--- config.mk ---
export PLATFORM = sky130hd
export DESIGN_NAME = fault_status_bank
export DESIGN_NICKNAME = d
export VERILOG_FILES = /design/src/rtl/fsr_pkg.sv /design/src/rtl/fsr_decode.sv /design/src/rtl/fsr_sticky_reg.sv /design/src/rtl/fsr_addr_reg.sv /design/src/rtl/fault_status_bank.sv
export SDC_FILE = /design/constraint.sdc
export NUM_CORES = 1
export LEC_CHECK = 0
export BUFFER_PORTS_ARGS = -buffer_cell sky130_fd_sc_hd__buf_2
export CAP_MARGIN = 20
export CORE_UTILIZATION = 50
export DETAILED_ROUTE_END_ITERATION = 8
export GPL_TIMING_DRIVEN = 0
export PLACE_DENSITY = 0.85
export REMOVE_ABC_BUFFERS = 1
export SLEW_MARGIN = 40
export SYNTH_ARGS = -nofsm -noshare
export SYNTH_HDL_FRONTEND = slang
export SYNTH_SLANG_ARGS = --single-unit
--- constraint.sdc ---
create_clock -name clk -period 3.6 [get_ports clk]
set_input_delay 0 -clock clk [delete_from_list [all_inputs] [get_ports clk]]
set_output_delay 0 -clock clk [all_outputs]
set_load 0.02 [all_outputs]
--- src/rtl/fsr_pkg.sv ---
package fsr_pkg;
  localparam int DATA_W = 32;

  localparam logic [11:0] OFS_CFG_STAT  = 12'hD28;
  localparam logic [11:0] OFS_HARD_STAT = 12'hD2C;
  localparam logic [11:0] OFS_RSVD_DBG  = 12'hD30;
  localparam logic [11:0] OFS_MEM_ADDR  = 12'hD34;
  localparam logic [11:0] OFS_BUS_ADDR  = 12'hD38;
  localparam logic [11:0] OFS_RSVD_AUX  = 12'hD3C;

  localparam int BIT_UNDEF  = 16;
  localparam int BIT_DVIOL  = 1;
  localparam int BIT_MVALID = 7;
  localparam int BIT_FORCED = 30;

  typedef enum logic [2:0] {
    SEL_NONE,
    SEL_CFG,
    SEL_HARD,
    SEL_MEMA,
    SEL_BUSA,
    SEL_RSVD
  } reg_sel_e;

  // Write-one-to-clear update in which a set wins over a clear.
  function automatic logic [DATA_W-1:0] w1c_next(
    input logic [DATA_W-1:0] cur,
    input logic              clr_en,
    input logic [DATA_W-1:0] clr_mask,
    input logic [DATA_W-1:0] set_mask
  );
    logic [DATA_W-1:0] kill;
    kill = clr_en ? clr_mask : '0;
    return (cur & ~kill) | set_mask;
  endfunction

  function automatic logic [DATA_W-1:0] cfg_set_mask(input logic undef, input logic viol);
    logic [DATA_W-1:0] m;
    m = '0;
    m[BIT_UNDEF]  = undef;
    m[BIT_DVIOL]  = viol;
    m[BIT_MVALID] = viol;
    return m;
  endfunction

  function automatic logic [DATA_W-1:0] hard_set_mask(input logic esc);
    logic [DATA_W-1:0] m;
    m = '0;
    m[BIT_FORCED] = esc;
    return m;
  endfunction
endpackage

--- src/rtl/fsr_decode.sv ---
module fsr_decode
  import fsr_pkg::*;
#(
  parameter int ADDR_W = 12
) (
  input  logic [ADDR_W-1:0] addr,
  input  logic              wr,
  output reg_sel_e          sel,
  output logic              wr_cfg,
  output logic              wr_hard,
  output logic              wr_mema,
  output logic              wr_busa
);
  localparam int WORD_LSB = 2;

  function automatic logic word_hit(input logic [ADDR_W-1:0] a, input logic [11:0] ofs);
    logic [ADDR_W-1:0] full;
    full = ADDR_W'(ofs);
    return a[ADDR_W-1:WORD_LSB] == full[ADDR_W-1:WORD_LSB];
  endfunction

  always_comb begin
    sel = SEL_NONE;
    if (word_hit(addr, OFS_CFG_STAT))       sel = SEL_CFG;
    else if (word_hit(addr, OFS_HARD_STAT)) sel = SEL_HARD;
    else if (word_hit(addr, OFS_MEM_ADDR))  sel = SEL_MEMA;
    else if (word_hit(addr, OFS_BUS_ADDR))  sel = SEL_BUSA;
    else if (word_hit(addr, OFS_RSVD_DBG) || word_hit(addr, OFS_RSVD_AUX)) sel = SEL_RSVD;
  end

  assign wr_cfg  = wr && (sel == SEL_CFG);
  assign wr_hard = wr && (sel == SEL_HARD);
  assign wr_mema = wr && (sel == SEL_MEMA);
  assign wr_busa = wr && (sel == SEL_BUSA);
endmodule

--- src/rtl/fsr_sticky_reg.sv ---
module fsr_sticky_reg
  import fsr_pkg::*;
(
  input  logic              clk,
  input  logic              rst_n,
  input  logic              clr_en,
  input  logic [DATA_W-1:0] clr_mask,
  input  logic [DATA_W-1:0] set_mask,
  output logic [DATA_W-1:0] q
);
  always_ff @(posedge clk) begin
    if (!rst_n) q <= '0;
    else        q <= w1c_next(q, clr_en, clr_mask, set_mask);
  end
endmodule

--- src/rtl/fsr_addr_reg.sv ---
module fsr_addr_reg
  import fsr_pkg::*;
(
  input  logic              clk,
  input  logic              rst_n,
  input  logic              hw_ld,
  input  logic [DATA_W-1:0] hw_val,
  input  logic              sw_ld,
  input  logic [DATA_W-1:0] sw_val,
  output logic [DATA_W-1:0] q
);
  // A hardware capture takes priority over a software load.
  always_ff @(posedge clk) begin
    if (!rst_n)     q <= '0;
    else if (hw_ld) q <= hw_val;
    else if (sw_ld) q <= sw_val;
  end
endmodule

--- src/rtl/fault_status_bank.sv ---
module fault_status_bank
  import fsr_pkg::*;
#(
  parameter int ADDR_W = 12
) (
  input  logic              clk,
  input  logic              rst_n,
  input  logic [ADDR_W-1:0] bus_addr,
  input  logic              bus_wr,
  input  logic [31:0]       bus_wdata,
  input  logic              bus_rd,
  output logic [31:0]       bus_rdata,
  input  logic              ev_undef,
  input  logic              ev_viol,
  input  logic [31:0]       ev_addr,
  input  logic              ev_escalate
);
  reg_sel_e          sel;
  logic              wr_cfg, wr_hard, wr_mema, wr_busa;
  logic [DATA_W-1:0] cfg_set, hard_set;
  logic [DATA_W-1:0] cfg_q, hard_q, mema_q, busa_q;
  logic [DATA_W-1:0] rd_mux;

  fsr_decode #(.ADDR_W(ADDR_W)) u_dec (
    .addr(bus_addr), .wr(bus_wr), .sel(sel),
    .wr_cfg(wr_cfg), .wr_hard(wr_hard), .wr_mema(wr_mema), .wr_busa(wr_busa)
  );

  assign cfg_set  = cfg_set_mask(ev_undef, ev_viol);
  assign hard_set = hard_set_mask(ev_escalate);

  fsr_sticky_reg u_cfg (
    .clk(clk), .rst_n(rst_n), .clr_en(wr_cfg), .clr_mask(bus_wdata),
    .set_mask(cfg_set), .q(cfg_q)
  );

  fsr_sticky_reg u_hard (
    .clk(clk), .rst_n(rst_n), .clr_en(wr_hard), .clr_mask(bus_wdata),
    .set_mask(hard_set), .q(hard_q)
  );

  fsr_addr_reg u_mema (
    .clk(clk), .rst_n(rst_n), .hw_ld(ev_viol), .hw_val(ev_addr),
    .sw_ld(wr_mema), .sw_val(bus_wdata), .q(mema_q)
  );

  fsr_addr_reg u_busa (
    .clk(clk), .rst_n(rst_n), .hw_ld(1'b0), .hw_val('0),
    .sw_ld(wr_busa), .sw_val(bus_wdata), .q(busa_q)
  );

  always_comb begin
    unique case (sel)
      SEL_CFG:  rd_mux = cfg_q;
      SEL_HARD: rd_mux = hard_q;
      SEL_MEMA: rd_mux = mema_q;
      SEL_BUSA: rd_mux = busa_q;
      default:  rd_mux = '0;
    endcase
  end

  always_ff @(posedge clk) begin
    if (!rst_n)      bus_rdata <= '0;
    else if (bus_rd) bus_rdata <= rd_mux;
  end

  // Event flags
  assert_undef_sets_R2: assert property (@(posedge clk) disable iff (!rst_n)
    ev_undef |=> cfg_q[BIT_UNDEF]);
  assert_viol_flags_R3: assert property (@(posedge clk) disable iff (!rst_n)
    ev_viol |=> (cfg_q[BIT_DVIOL] && cfg_q[BIT_MVALID]));
  assert_viol_capture_R6: assert property (@(posedge clk) disable iff (!rst_n)
    ev_viol |=> (mema_q == $past(ev_addr)));
  assert_escalate_sets_R4: assert property (@(posedge clk) disable iff (!rst_n)
    ev_escalate |=> hard_q[BIT_FORCED]);

  // Clears without a competing set
  assert_cfg_clear_R5: assert property (@(posedge clk) disable iff (!rst_n)
    (wr_cfg && !ev_undef && !ev_viol) |=> ((cfg_q & $past(bus_wdata)) == '0));
  assert_hard_clear_R5: assert property (@(posedge clk) disable iff (!rst_n)
    (wr_hard && !ev_escalate) |=> ((hard_q & $past(bus_wdata)) == '0));

  // Bus fault address register is software-only
  assert_busa_sw_only_R8: assert property (@(posedge clk) disable iff (!rst_n)
    !wr_busa |=> $stable(busa_q));

  // Reserved and unmapped writes reach no register
  assert_rsvd_no_strobe_R9: assert property (@(posedge clk) disable iff (!rst_n)
    (sel == SEL_RSVD || sel == SEL_NONE) |-> !(wr_cfg || wr_hard || wr_mema || wr_busa));

  // Read data holds between strobes
  assert_rdata_hold_R10: assert property (@(posedge clk) disable iff (!rst_n)
    !bus_rd |=> $stable(bus_rdata));
endmodule

Yosys cells after proc, flatten, opt, wreduce, memory -nomap -nowiden
Cells that the tools add are included.
{"block": "op_classes", "n_addsub": 0, "multipliers": 0, "div": 0, "n_lt_le_gt_ge": 0, "n_eq_ne": 10, "shift": 0, "mux": 10, "bitwise": 6, "reduce_logical": 6}
{"cell": "32-bit 2-to-1 mux", "n": 4}
{"cell": "32-bit case mux with 4 select lines", "n": 1}
{"cell": "32-bit bitwise AND", "n": 2}
{"cell": "32-bit inverter", "n": 2}
{"cell": "10-bit == test (second input constant)", "n": 6}
{"cell": "32-bit by 17-bit bitwise OR with 32-bit output", "n": 1}
{"cell": "32-bit by 31-bit bitwise OR with 32-bit output", "n": 1}
{"cell": "3-bit 2-to-1 mux", "n": 5}
{"cell": "3-bit by 2-bit == test with 1-bit output (second input constant)", "n": 2}
{"cell": "1-bit logical AND", "n": 4}
{"cell": "3-bit by 1-bit == test with 1-bit output (second input constant)", "n": 1}
{"cell": "3-bit == test (second input constant)", "n": 1}
{"cell": "2-bit nonzero test", "n": 1}
{"cell": "1-bit logical OR", "n": 1}
{"block": "totals", "regBits": 160, "latch_bits": 0, "ram_bits": 0, "mem_bits_ro": 0, "inputBits": 83, "out_inout_bits": 32, "word_cells": 37, "n_memories": 0}

Longest topological paths before layout
Gate-level depths: netlist (run 1).
{"block": "logic_depth", "depth_word": 13, "depth_mapped": 6, "depth_no_buf": 4}

Cells and area by module
Synthesis (run 1) repeated with hierarchy kept, for this count alone.
{"block": "hier_totals", "hier_cells": 831, "hier_area_um2": 8339.2}
{"module": "fsr_addr_reg", "n_inst": 2, "cells_per_inst": 141, "area_each_um2": 1778.0, "seq_area_each_um2": 640.6}
{"module": "fault_status_bank", "n_inst": 1, "cells_per_inst": 263, "area_each_um2": 2374.8, "seq_area_each_um2": 640.6}
{"module": "fsr_sticky_reg", "n_inst": 2, "cells_per_inst": 134, "area_each_um2": 1151.1, "seq_area_each_um2": 640.6}
{"module": "fsr_decode", "n_inst": 1, "cells_per_inst": 18, "area_each_um2": 106.4, "seq_area_each_um2": 0.0}

Worst setup path before layout (run 1)
No wires, ideal clock.
{"block": "synth_path", "kind": "in2reg", "startpoint": "input bus_addr[6]", "endpoint": "register u_hard.q[0]", "setup_time_ns": 0.119, "t_arrival_ns": 1.233, "required_ns": 3.481, "slack_ns": 2.247, "cell_stages": 6, "n_path_buf": 2, "cell_sequence": "nand4bb_1 > buf_2 > or2_2 > nor4b_2 > buf_2 > a21oi_1"}
{"block": "synth_via", "elab_chain_cells": 13, "elab_cells_between_ends": 18, "classes_between": "7 x eq/ne; 6 x mux; 3 x bitwise; 2 x reduce/logical"}
{"item": "from (decl)", "line": "fault_status_bank.sv:8", "source": "input logic [ADDR_W-1:0] bus_addr,"}
{"item": "10-bit == test", "line": "fsr_decode.sv:19", "source": "return a[ADDR_W-1:WORD_LSB] == full[ADDR_W-1:WORD_LSB];"}
{"item": "1-bit logical OR", "line": "fsr_decode.sv:28", "source": "else if (word_hit(addr, OFS_RSVD_DBG) || word_hit(addr, OFS_RSVD_AUX)) sel = SEL_RSVD;"}
{"item": "3-bit 2-to-1 mux", "line": "fsr_decode.sv:28"}
{"item": "3-bit 2-to-1 mux", "line": "fsr_decode.sv:27", "source": "else if (word_hit(addr, OFS_BUS_ADDR)) sel = SEL_BUSA;"}
{"item": "3-bit 2-to-1 mux", "line": "fsr_decode.sv:26", "source": "else if (word_hit(addr, OFS_MEM_ADDR)) sel = SEL_MEMA;"}
{"item": "3-bit 2-to-1 mux", "line": "fsr_decode.sv:25", "source": "else if (word_hit(addr, OFS_HARD_STAT)) sel = SEL_HARD;"}
{"item": "3-bit 2-to-1 mux (*)", "line": "fsr_decode.sv:24", "source": "if (word_hit(addr, OFS_CFG_STAT)) sel = SEL_CFG;"}
{"item": "3-bit by 2-bit == test with 1-bit output (*)", "line": "fsr_decode.sv:32", "source": "assign wr_hard = wr && (sel == SEL_HARD);"}
{"item": "1-bit logical AND (*)", "line": "fsr_decode.sv:32"}
{"item": "32-bit 2-to-1 mux (*)", "line": "fsr_pkg.sv:33", "source": "kill = clr_en ? clr_mask : '0;"}
{"item": "32-bit inverter (*)", "line": "fsr_pkg.sv:34", "source": "return (cur & ~kill) | set_mask;"}
{"item": "32-bit bitwise AND (*)", "line": "fsr_pkg.sv:34"}
{"item": "32-bit by 31-bit bitwise OR with 32-bit output (*)", "line": "fsr_pkg.sv:34"}
{"item": "to (signal assigned)", "line": "fsr_sticky_reg.sv:13", "source": "else q <= w1c_next(q, clr_en, clr_mask, set_mask);"}
{"item": "to (decl)", "line": "fsr_sticky_reg.sv:9", "source": "output logic [DATA_W-1:0] q"}
Every way passes the cells marked *; elsewhere a longest branch is shown, timed or not.
A chain may end at the register's enable or synchronous reset.

==> results.py, run 1 <==
metrics = {
    "setup_path": {
        "path_cells": "dlygate4sd3_1 -> buf_8 -> buf_16 -> nand2_1 -> nor3_1 -> nand3_2 -> o21ai_0",
        "cp.depth": 7,
        "crit_type": "input port to register",
        "cpPeakStageDelay_ns": 0.69,
        "worstPathRequired_ns": 3.92,
        "worst-path-max-fanout": 89,
        "cp_top_family": "buffers and inverters",
        "crit_path_end_kind": "register",
        "path_buf_inv": 3,
        "cp_slowest_cell": "nand3_2",
        "r2r_cells": 3,
        "setup.worst_path.start_class": "input port",
        "arrival_ns": 2.88,
    },
    "sta": {
        "period_share": 0.713,
        "rsz0062_at_grt": "no",
        "slew_viol_final": 0,
        "skew_ns": 0.00426,
        "slew_headroom": 0.453,
        "worstMarginPinSlew_ns": 0.820,
        "hold_viol": 0,
        "finalCriticalPeriod_ns": 2.57,
        "setup_ws_ns": 1.03,
        "setup_viol": 0,
        "fmax_mhz": 390,
        "final.setup.tns_ns": 0,
    },
    "clock_network": {
        "clock_sinks": 160,
        "cts.clk_slew.worst_paths_ns": 0.06,
        "root_buffer": "clkbuf_16",
        "htree_num_levels": 4,
        "clk_latency_ns": 0.43,
        "cts_made_buffers": 17,
        "cts_tree": "built",
        "cts.path.max_buffers": 2,
    },
    "synthesis": {
        "avgSynthCellArea_um2": 8.94,
        "ys_seq_area_frac": 0.512,
        "synth_edf_count": 0,
        "yosys.area.top_type_share": 0.512,
        "syn-cell-area_um2": 6260,
        "ys_types": 30,
        "synthFlopType": "dfxtp_1",
        "async_flop_share": 0,
        "ys_seq_elements": 160,
        "postSynthCellCount": 700,
        "yosysTopAreaCell": "dfxtp_1",
        "synth_warnings": 0,
        "synthTopCellsByArea": "dfxtp_1, a22oi_1, a21oi_1",
    },
    "min_path": {
        "min_path_cells": 3,
        "hold_path.class": "input port to register",
    },
    "power_and_ir_drop": {
        "ir_drop_mv": 0.455,
        "power_density_nw_per_um2": 490,
        "finalPower_uw": 4150,
        "p_leak_uw": 0.00339,
    },
    "grt": {
        "antenna_found_initial": 0,
        "grt_max_degree": 90,
        "gr-total-overflow": 0,
        "grt_pass1_wl_mm": 28.2,
        "track_usage": 0.281,
        "grt_pass1_vias": 5697,
    },
    "route": {
        "ant_nets": 0,
        "routed_wire_length_per_instance_um": 17.2,
        "routed_wl_mm": 17.9,
        "drt_iter0_drc": 567,
        "vias": 5984,
        "vias_per_cell": 5.77,
        "drc": 0,
        "drtPass1Iterations": 8,
    },
    "die": {
        "die_h_um": 114,
        "core_um2": 12100,
        "rows": 40,
        "boundaryPins": 115,
        "die_x_um": 114,
        "dieArea_um2": 13000,
        "start_util": 0.517,
    },
    "finish": {
        "fin_util": 0.700,
        "fin_nets": 940,
        "area_delta_synth_final_pct": 35.4,
        "drive_gt1_frac": 0.206,
        "diodes": 0,
    },
    "placed_design": {
        "dp_slack_ns": 1.27,
        "portBuffers": 112,
        "post-dp-hpwl_mm": 10.6,
        "place_congestion": 0.722,
    },
    "status": {
        "status": "finished, final reports clean",
    },
    "run": {
        "max_cap_viol_count": 0,
    },
}
## layer usage
| layer | part of all wire | up-vias | wire (um) | global-route usage |
|---|---|---|---|---|
| met5 | 0 | - | 0 | 0 |
| met4 | 0.019 | 0 | 348 | 0.101 |
| met3 | 0.069 | 37 | 1230 | 0.0680 |
| met2 | 0.49 | 266 | 8780 | 0.482 |
| met1 | 0.42 | 2821 | 7500 | 0.344 |
| li1 | - | 2860 | - | - |
## kinds of logic (layout without fill, tap and decap cells)
logic type                count (synthesis)  after routing  share of synthesized area
DFF                                     160            160                      0.512
and+or+nand+nor                         153            153                      0.113
muxes                                    32             32                     0.0512
AOI/OAI and AO/OA                       287            287                      0.280
xor gates and xnor gates                  1              1                    0.00140
buffers and inverters                    67            236                     0.0432
## power breakdown
group / internal (uW) / switching, uW / leakage, uW
Combinational: 148 / 162 / 0.00177
Sequential: 1800 / 14.9 / 0.00130
Clock: 1330 / 704 / 0.000328
## cell usage after synthesis, types with 3 or more instances
cell       instances
a21oi_1           87
a22oi_1           64
a2bb2oi_1         32
a31oi_1            3
buf_2             15
clkbuf_1          49
dfxtp_1          160
mux2i_1           32
nand2_1          100
nand3_1           33
nor2b_1            3
o211a_1            5
o21ai_0           84
o21ai_1           11
## worst reg2reg max path: cells and delay by family, from the launching register on
| family | cells | cell delay, ns |
|---|---|---|
| AO/OA/AOI/OAI | 3 | 0.49 |
| flip-flops | 1 | 0.32 |
## placed cells by master, fill, tap and decap left out, types with 3 or more instances in the layout
cell type	n
bufinv_16	6
a2bb2oi_1	32
clkbuf_16	17
o21ai_1	11
nand3_1	32
nor2b_4	3
o21ai_0	84
dlygate4sd3_1	67
buf_16	4
buf_2	110
dfxtp_1	160
buf_4	16
o211a_1	5
a31oi_1	3
mux2i_1	32
buf_8	4
a22oi_1	64
nand2_1	99
clkinv_2	5
a21oi_1	87
## timing repair
action                    in CTS  in global routing
hold buffers                  67                  0
resized for setup              0                  0
setup buffers                  0                  0
hold endpoints to repair     128                  0
## sequential cells by signal, indices dropped and copies added (netlist names)
register,count
u_cfg.q,32
bus_rdata,32
u_mema.q,32
u_hard.q,32
u_busa.q,32
## area by class of cell
| cell class | instances | area [um^2] |
|---|---|---|
| fill | 904 | 3630 |
| tap | 168 | 210 |
| inverter | 2 | 7.51 |
| multi-input combinational | 473 | 2860 |
| sequential | 160 | 3200 |
| clock inverter | 12 | 213 |
| timing repair buffer | 203 | 1530 |
| clock buffer | 19 | 453 |
## per-stage QoR
stage	hold slack, ns	instances	area (um^2)
2_1_floorplan	0.0870	635	6000
3_5_place_dp	0.226	939	7140
5_1_grt	0.0735	1037	8480
3_3_place_gp	0.221	915	6770
6_report	0.0556	1037	8480
4_1_cts	0.0441	1037	8480
## path summary, 6_finish.rpt
check,start,to,slack (ns)
min reg2reg,u_cfg.q[23],u_cfg.q[23],0.43
max reg2reg,u_hard.q[2],bus_rdata[2],2.64
max,rst_n,bus_rdata[9],1.03
min,bus_addr[4],u_hard.q[1],0.06
No activity file was read; power rests on OpenSTA's default activity.
==> inputs of run 2 (changes only) <==
==> constraint.sdc (replaced) <==
create_clock -name clk -period 2.4 [get_ports clk]
set_input_delay 0 -clock clk [delete_from_list [all_inputs] [get_ports clk]]
set_output_delay 0 -clock clk [all_outputs]
set_load 0.02 [all_outputs]
==> results.py, run 2 (synthesized netlist as in run 1, its figures left out) <==
metrics = {
    "status": {
        "status": "finished, final reports clean",
    },
    "route": {
        "vias": 6030,
        "ant_nets": 0,
        "drc": 0,
        "drt_iter0_drc": 447,
        "routed_wire_length_per_instance_um": 17.4,
        "routed_wl_mm": 18.0,
        "drtPass1Iterations": 5,
        "vias_per_cell": 5.81,
    },
    "finish": {
        "postLayoutCellArea_um2": 8500,
        "final_cell_mix": "dfxtp_1, buf_2, nand2_1",
        "area_delta_synth_final_pct": 35.8,
        "stdcell_count": 1038,
        "diodes": 0,
        "fin_nets": 941,
        "layout_commonest_cell": "dfxtp_1",
        "multi_input_area_um2": 2860,
        "nFillCells": 902,
        "drive_gt1_frac": 0.207,
        "ff_latch_area_um2": 3200,
    },
    "sta": {
        "setup_ws_ns": 0.196,
        "slew_viol_final": 0,
        "hold_viol": 0,
        "period_share": 0.918,
        "setup_viol": 0,
        "finalCriticalPeriod_ns": 2.20,
        "whs_ns": 0.0525,
        "rsz0062_at_grt": "no",
        "fmax_mhz": 454,
        "worstMarginPinSlew_ns": 0.702,
        "slew_headroom": 0.528,
        "skew_ns": 0.00604,
        "final.setup.tns_ns": 0,
    },
    "setup_path": {
        "r2r_cells": 3,
        "cp_top_family": "buffers and inverters",
        "path_cells": "dlygate4sd3_1 -> buf_8 -> buf_16 -> nand2_1 -> nor3_1 -> nand3_4 -> o21ai_0",
        "path_buf_inv": 3,
        "r2r_start": "u_hard.q[2]",
        "crit_type": "input port to register",
        "worst_r2r_endpoint": "bus_rdata[2]",
        "worstPathRequired_ns": 2.72,
        "arrival_ns": 2.53,
        "setup.worst_path.start_class": "input port",
        "rrSetupSlack_ns": 1.44,
        "crit_path_end_kind": "register",
        "cp_slowest_cell": "dlygate4sd3_1",
        "cpPeakStageDelay_ns": 0.56,
        "worst-path-max-fanout": 89,
    },
    "clock_network": {
        "clock_sinks": 160,
        "clk_latency_ns": 0.43,
        "cts_made_buffers": 17,
        "root_buffer": "clkbuf_16",
        "cts_tree": "built",
        "htree_num_levels": 4,
        "cts.clk_slew.worst_paths_ns": 0.06,
        "cts.path.max_buffers": 2,
    },
    "die": {
        "rows": 40,
        "dieArea_um2": 13000,
        "die_x_um": 114,
        "boundaryPins": 115,
        "start_util": 0.517,
        "core_um2": 12100,
        "die_h_um": 114,
    },
    "power_and_ir_drop": {
        "power_density_nw_per_um2": 734,
        "ir_drop_mv": 0.686,
        "p_leak_uw": 0.00340,
    },
    "run": {
        "max_cap_viol_count": 0,
    },
    "placed_design": {
        "dp_cells": 939,
        "portBuffers": 112,
        "post-dp-hpwl_mm": 10.6,
        "dp_slack_ns": 0.0697,
        "placed_area_um2": 7140,
        "place_congestion": 0.722,
    },
    "min_path": {
        "min-delay-start": "bus_addr[4]",
        "min_path_cells": 3,
        "worstHoldEndpoint": "u_hard.q[1]",
        "hold_path.class": "input port to register",
    },
    "grt": {
        "grt_pass1_wl_mm": 28.5,
        "gr-total-overflow": 0,
        "track_usage": 0.284,
        "grt_pass1_vias": 5744,
        "antenna_found_initial": 0,
        "grt_max_degree": 90,
    },
}
[run 2: cell count changes in the layout (fill, tap and decap cells not counted)]
cell | previous run | this run
buf_12 | 0 | 1
nand3_2 | 1 | 0
nand3_4 | 0 | 1
[run 2: cell type report]
type,count,area share
clock inverters,12,0.0250
multi-input cells,473,0.337
repair buffers,204,0.183
flip-flops and latches,160,0.377
clock buffers,19,0.0533
well taps,168,0.0247
inverters,2,0.000883
[run 2: worst max-delay path by stage]
stage | startpoint | endpoint | slack (ns) | cells past startpoint
after floorplan | bus_addr[3] | u_busa.q[0] | -0.09 | 3
after global placement | rst_n | bus_rdata[5] | -2.77 | 5
after detailed placement | bus_addr[6] | u_busa.q[24] | 0.07 | 8
after CTS | rst_n | bus_rdata[9] | 0.05 | 7
after global routing | rst_n | bus_rdata[9] | 0.10 | 9
final | rst_n | bus_rdata[9] | 0.20 | 7
[run 2: per-stage QoR]
stage          utilization  power, uW
3_5_place_dp         0.590       3150
5_1_grt              0.702       6420
2_1_floorplan            -       2910
4_1_cts              0.702       6240
3_3_place_gp         0.559       3100
6_report             0.702       6240
[run 2: worst register-to-register path: stages, from the launching register on]
cell	delay [ns]
dfxtp_1	0.32
a22oi_1	0.20
a2bb2oi_1	0.19
o21ai_0	0.12
[run 2: per-layer routing]
layer	vias up	share of wire	global-route usage
li1	2870	-	-
met1	2843	0.41	0.349
met2	285	0.50	0.487
met3	32	0.079	0.0680
met4	0	0.016	0.103
met5	-	0	0
[run 2: timing repair]
action / 4_1_cts / 5_1_grt
resized for setup: 0 / 1
hold buffers: 68 / 0
buffers inserted: 0 / 0
setup endpoints to repair: 0 / 29
endpoints found under the hold margin: 128 / 0
[run 2: power breakdown]
group          total [uW]  switching [uW]  leakage (uW)  internal [uW]
registers            2720            22.4       0.00130           2700
logic                 473             247       0.00178            226
clock network        3040            1060      0.000328           1990
total                6240            1320       0.00340           4910
==> inputs of run 3 (changes only) <==
==> constraint.sdc (replaced) <==
create_clock -name clk -period 2.4 [get_ports clk]
set_input_delay 0.12 -clock clk [delete_from_list [all_inputs] [get_ports clk]]
set_output_delay 0.12 -clock clk [all_outputs]
set_load 0.02 [all_outputs]
==> results.py, run 3 (synthesized netlist as in run 1, its figures left out) <==
metrics = {
    "clock_network": {
        "clk_latency_ns": 0.43,
        "cts_made_buffers": 17,
        "root_buffer": "clkbuf_16",
        "cts_tree": "built",
        "htree_num_levels": 4,
        "cts.clk_slew.worst_paths_ns": 0.06,
        "cts_resized": 0,
        "cts.path.max_buffers": 2,
        "clock_sinks": 160,
        "cts_setup_buffers": 0,
    },
    "setup_path": {
        "crit_path_end_kind": "register",
        "setup.worst_path.start_class": "input port",
        "crit_type": "input port to register",
        "arrival_ns": 2.39,
        "worst-path-max-fanout": 89,
        "worstPathRequired_ns": 2.71,
    },
    "finish": {
        "area_delta_synth_final_pct": 33.0,
        "drive_gt1_frac": 0.210,
        "layout_commonest_cell": "dfxtp_1",
        "diodes": 0,
        "fin_util": 0.688,
        "final_cell_mix": "dfxtp_1, buf_2, nand2_1",
        "fin_nets": 925,
    },
    "sta": {
        "period_share": 0.867,
        "worstMarginPinSlew_ns": 0.805,
        "skew_ns": 0.00375,
        "slew_headroom": 0.463,
        "setup_viol": 0,
        "fmax_mhz": 481,
        "hold_viol": 0,
        "rsz0062_at_grt": "no",
        "finalCriticalPeriod_ns": 2.08,
        "slew_viol_final": 0,
    },
    "grt": {
        "grt_pass1_wl_mm": 27.6,
        "grt_pass1_vias": 5603,
        "track_usage": 0.275,
        "gr-total-overflow": 0,
        "grt_max_degree": 90,
        "antenna_found_initial": 0,
    },
    "min_path": {
        "hold_path.class": "input port to register",
    },
    "power_and_ir_drop": {
        "finalPower_uw": 6210,
        "p_leak_uw": 0.00333,
        "power_density_nw_per_um2": 746,
        "ir_drop_mv": 0.682,
    },
    "route": {
        "vias": 5882,
        "drtPass1Iterations": 6,
        "routed_wl_mm": 17.4,
        "wl_met3_mm": 1.22,
        "routed_wire_length_per_instance_um": 17.1,
        "vias_per_cell": 5.76,
        "ant_nets": 0,
        "drt_iter0_drc": 519,
        "met1Wirelength_mm": 7.36,
        "wl_met2_mm": 8.51,
        "drc": 0,
        "top_layer": "met4",
    },
    "die": {
        "start_util": 0.517,
        "core_um2": 12100,
        "die_h_um": 114,
        "dieArea_um2": 13000,
        "die_x_um": 114,
        "boundaryPins": 115,
        "rows": 40,
    },
    "placed_design": {
        "place_congestion": 0.722,
        "post-dp-hpwl_mm": 10.6,
        "portBuffers": 112,
    },
    "run": {
        "max_cap_viol_count": 0,
    },
    "status": {
        "status": "finished, final reports clean",
    },
}
## run 3: cell count changes in the layout (fill, tap and decap cells not counted)
cell	before	now
buf_12	1	0
nand3_2	0	1
dlygate4sd3_1	67	52
nand3_4	1	0
## run 3: cell type report
class                   count  area, um^2
multi-input cells         473        2860
fillers                   937        3780
clock buffers              19         453
flip-flops and latches    160        3200
repair buffers            188        1380
well taps                 168         210
inverters                   2        7.51
clock inverters            12         213
## run 3: what timing repair did
action                                  in CTS  in global routing
endpoints found under the setup margin       0                  0
hold buffers                                52                  0
endpoints found under the hold margin      117                  0
## run 3: where the power goes
part / total [uW] / switching, uW / internal (uW)
registers: 2720 / 22.3 / 2700
clock network: 3040 / 1060 / 1990
logic: 443 / 236 / 207
## run 3: path summary, 6_finish.rpt
check / startpoint / end / slack [ns] / cells past startpoint
hold reg to reg: u_hard.q[8] / u_hard.q[8] / 0.43 / 2
setup reg to reg: u_hard.q[26] / bus_rdata[26] / 1.43 / 3
setup / recovery: rst_n / bus_rdata[9] / 0.32 / 6
hold / removal: ev_addr[11] / u_mema.q[11] / 0.009 / 3
## run 3: metrics by stage
step           std cells  TNS, ns  hold slack (ns)  area [um^2]  worst slack [ns]
2_1_floorplan        635   -14.10            0.207         6000            -0.210
3_3_place_gp         915  -277.18            0.341         6770             -2.89
3_5_place_dp         939   -0.244            0.346         7140           -0.0503
4_1_cts             1022        0       0.00000316         8330             0.337
5_1_grt             1022        0           0.0223         8330             0.188
6_report            1022        0          0.00911         8330             0.319
## run 3: metal layers
layer | GRT usage | up-vias
met4 | 0.102 | 0
li1 | - | 2837
met2 | 0.464 | 255
met3 | 0.0696 | 41
met5 | 0 | -
met1 | 0.340 | 2749
## run 3: worst max-delay path: stages
cell     delay (ns)
buf_8          0.32
buf_16         0.33
nand2_1        0.17
nor3_1         0.22
nand3_2        0.68
o21ai_0        0.49
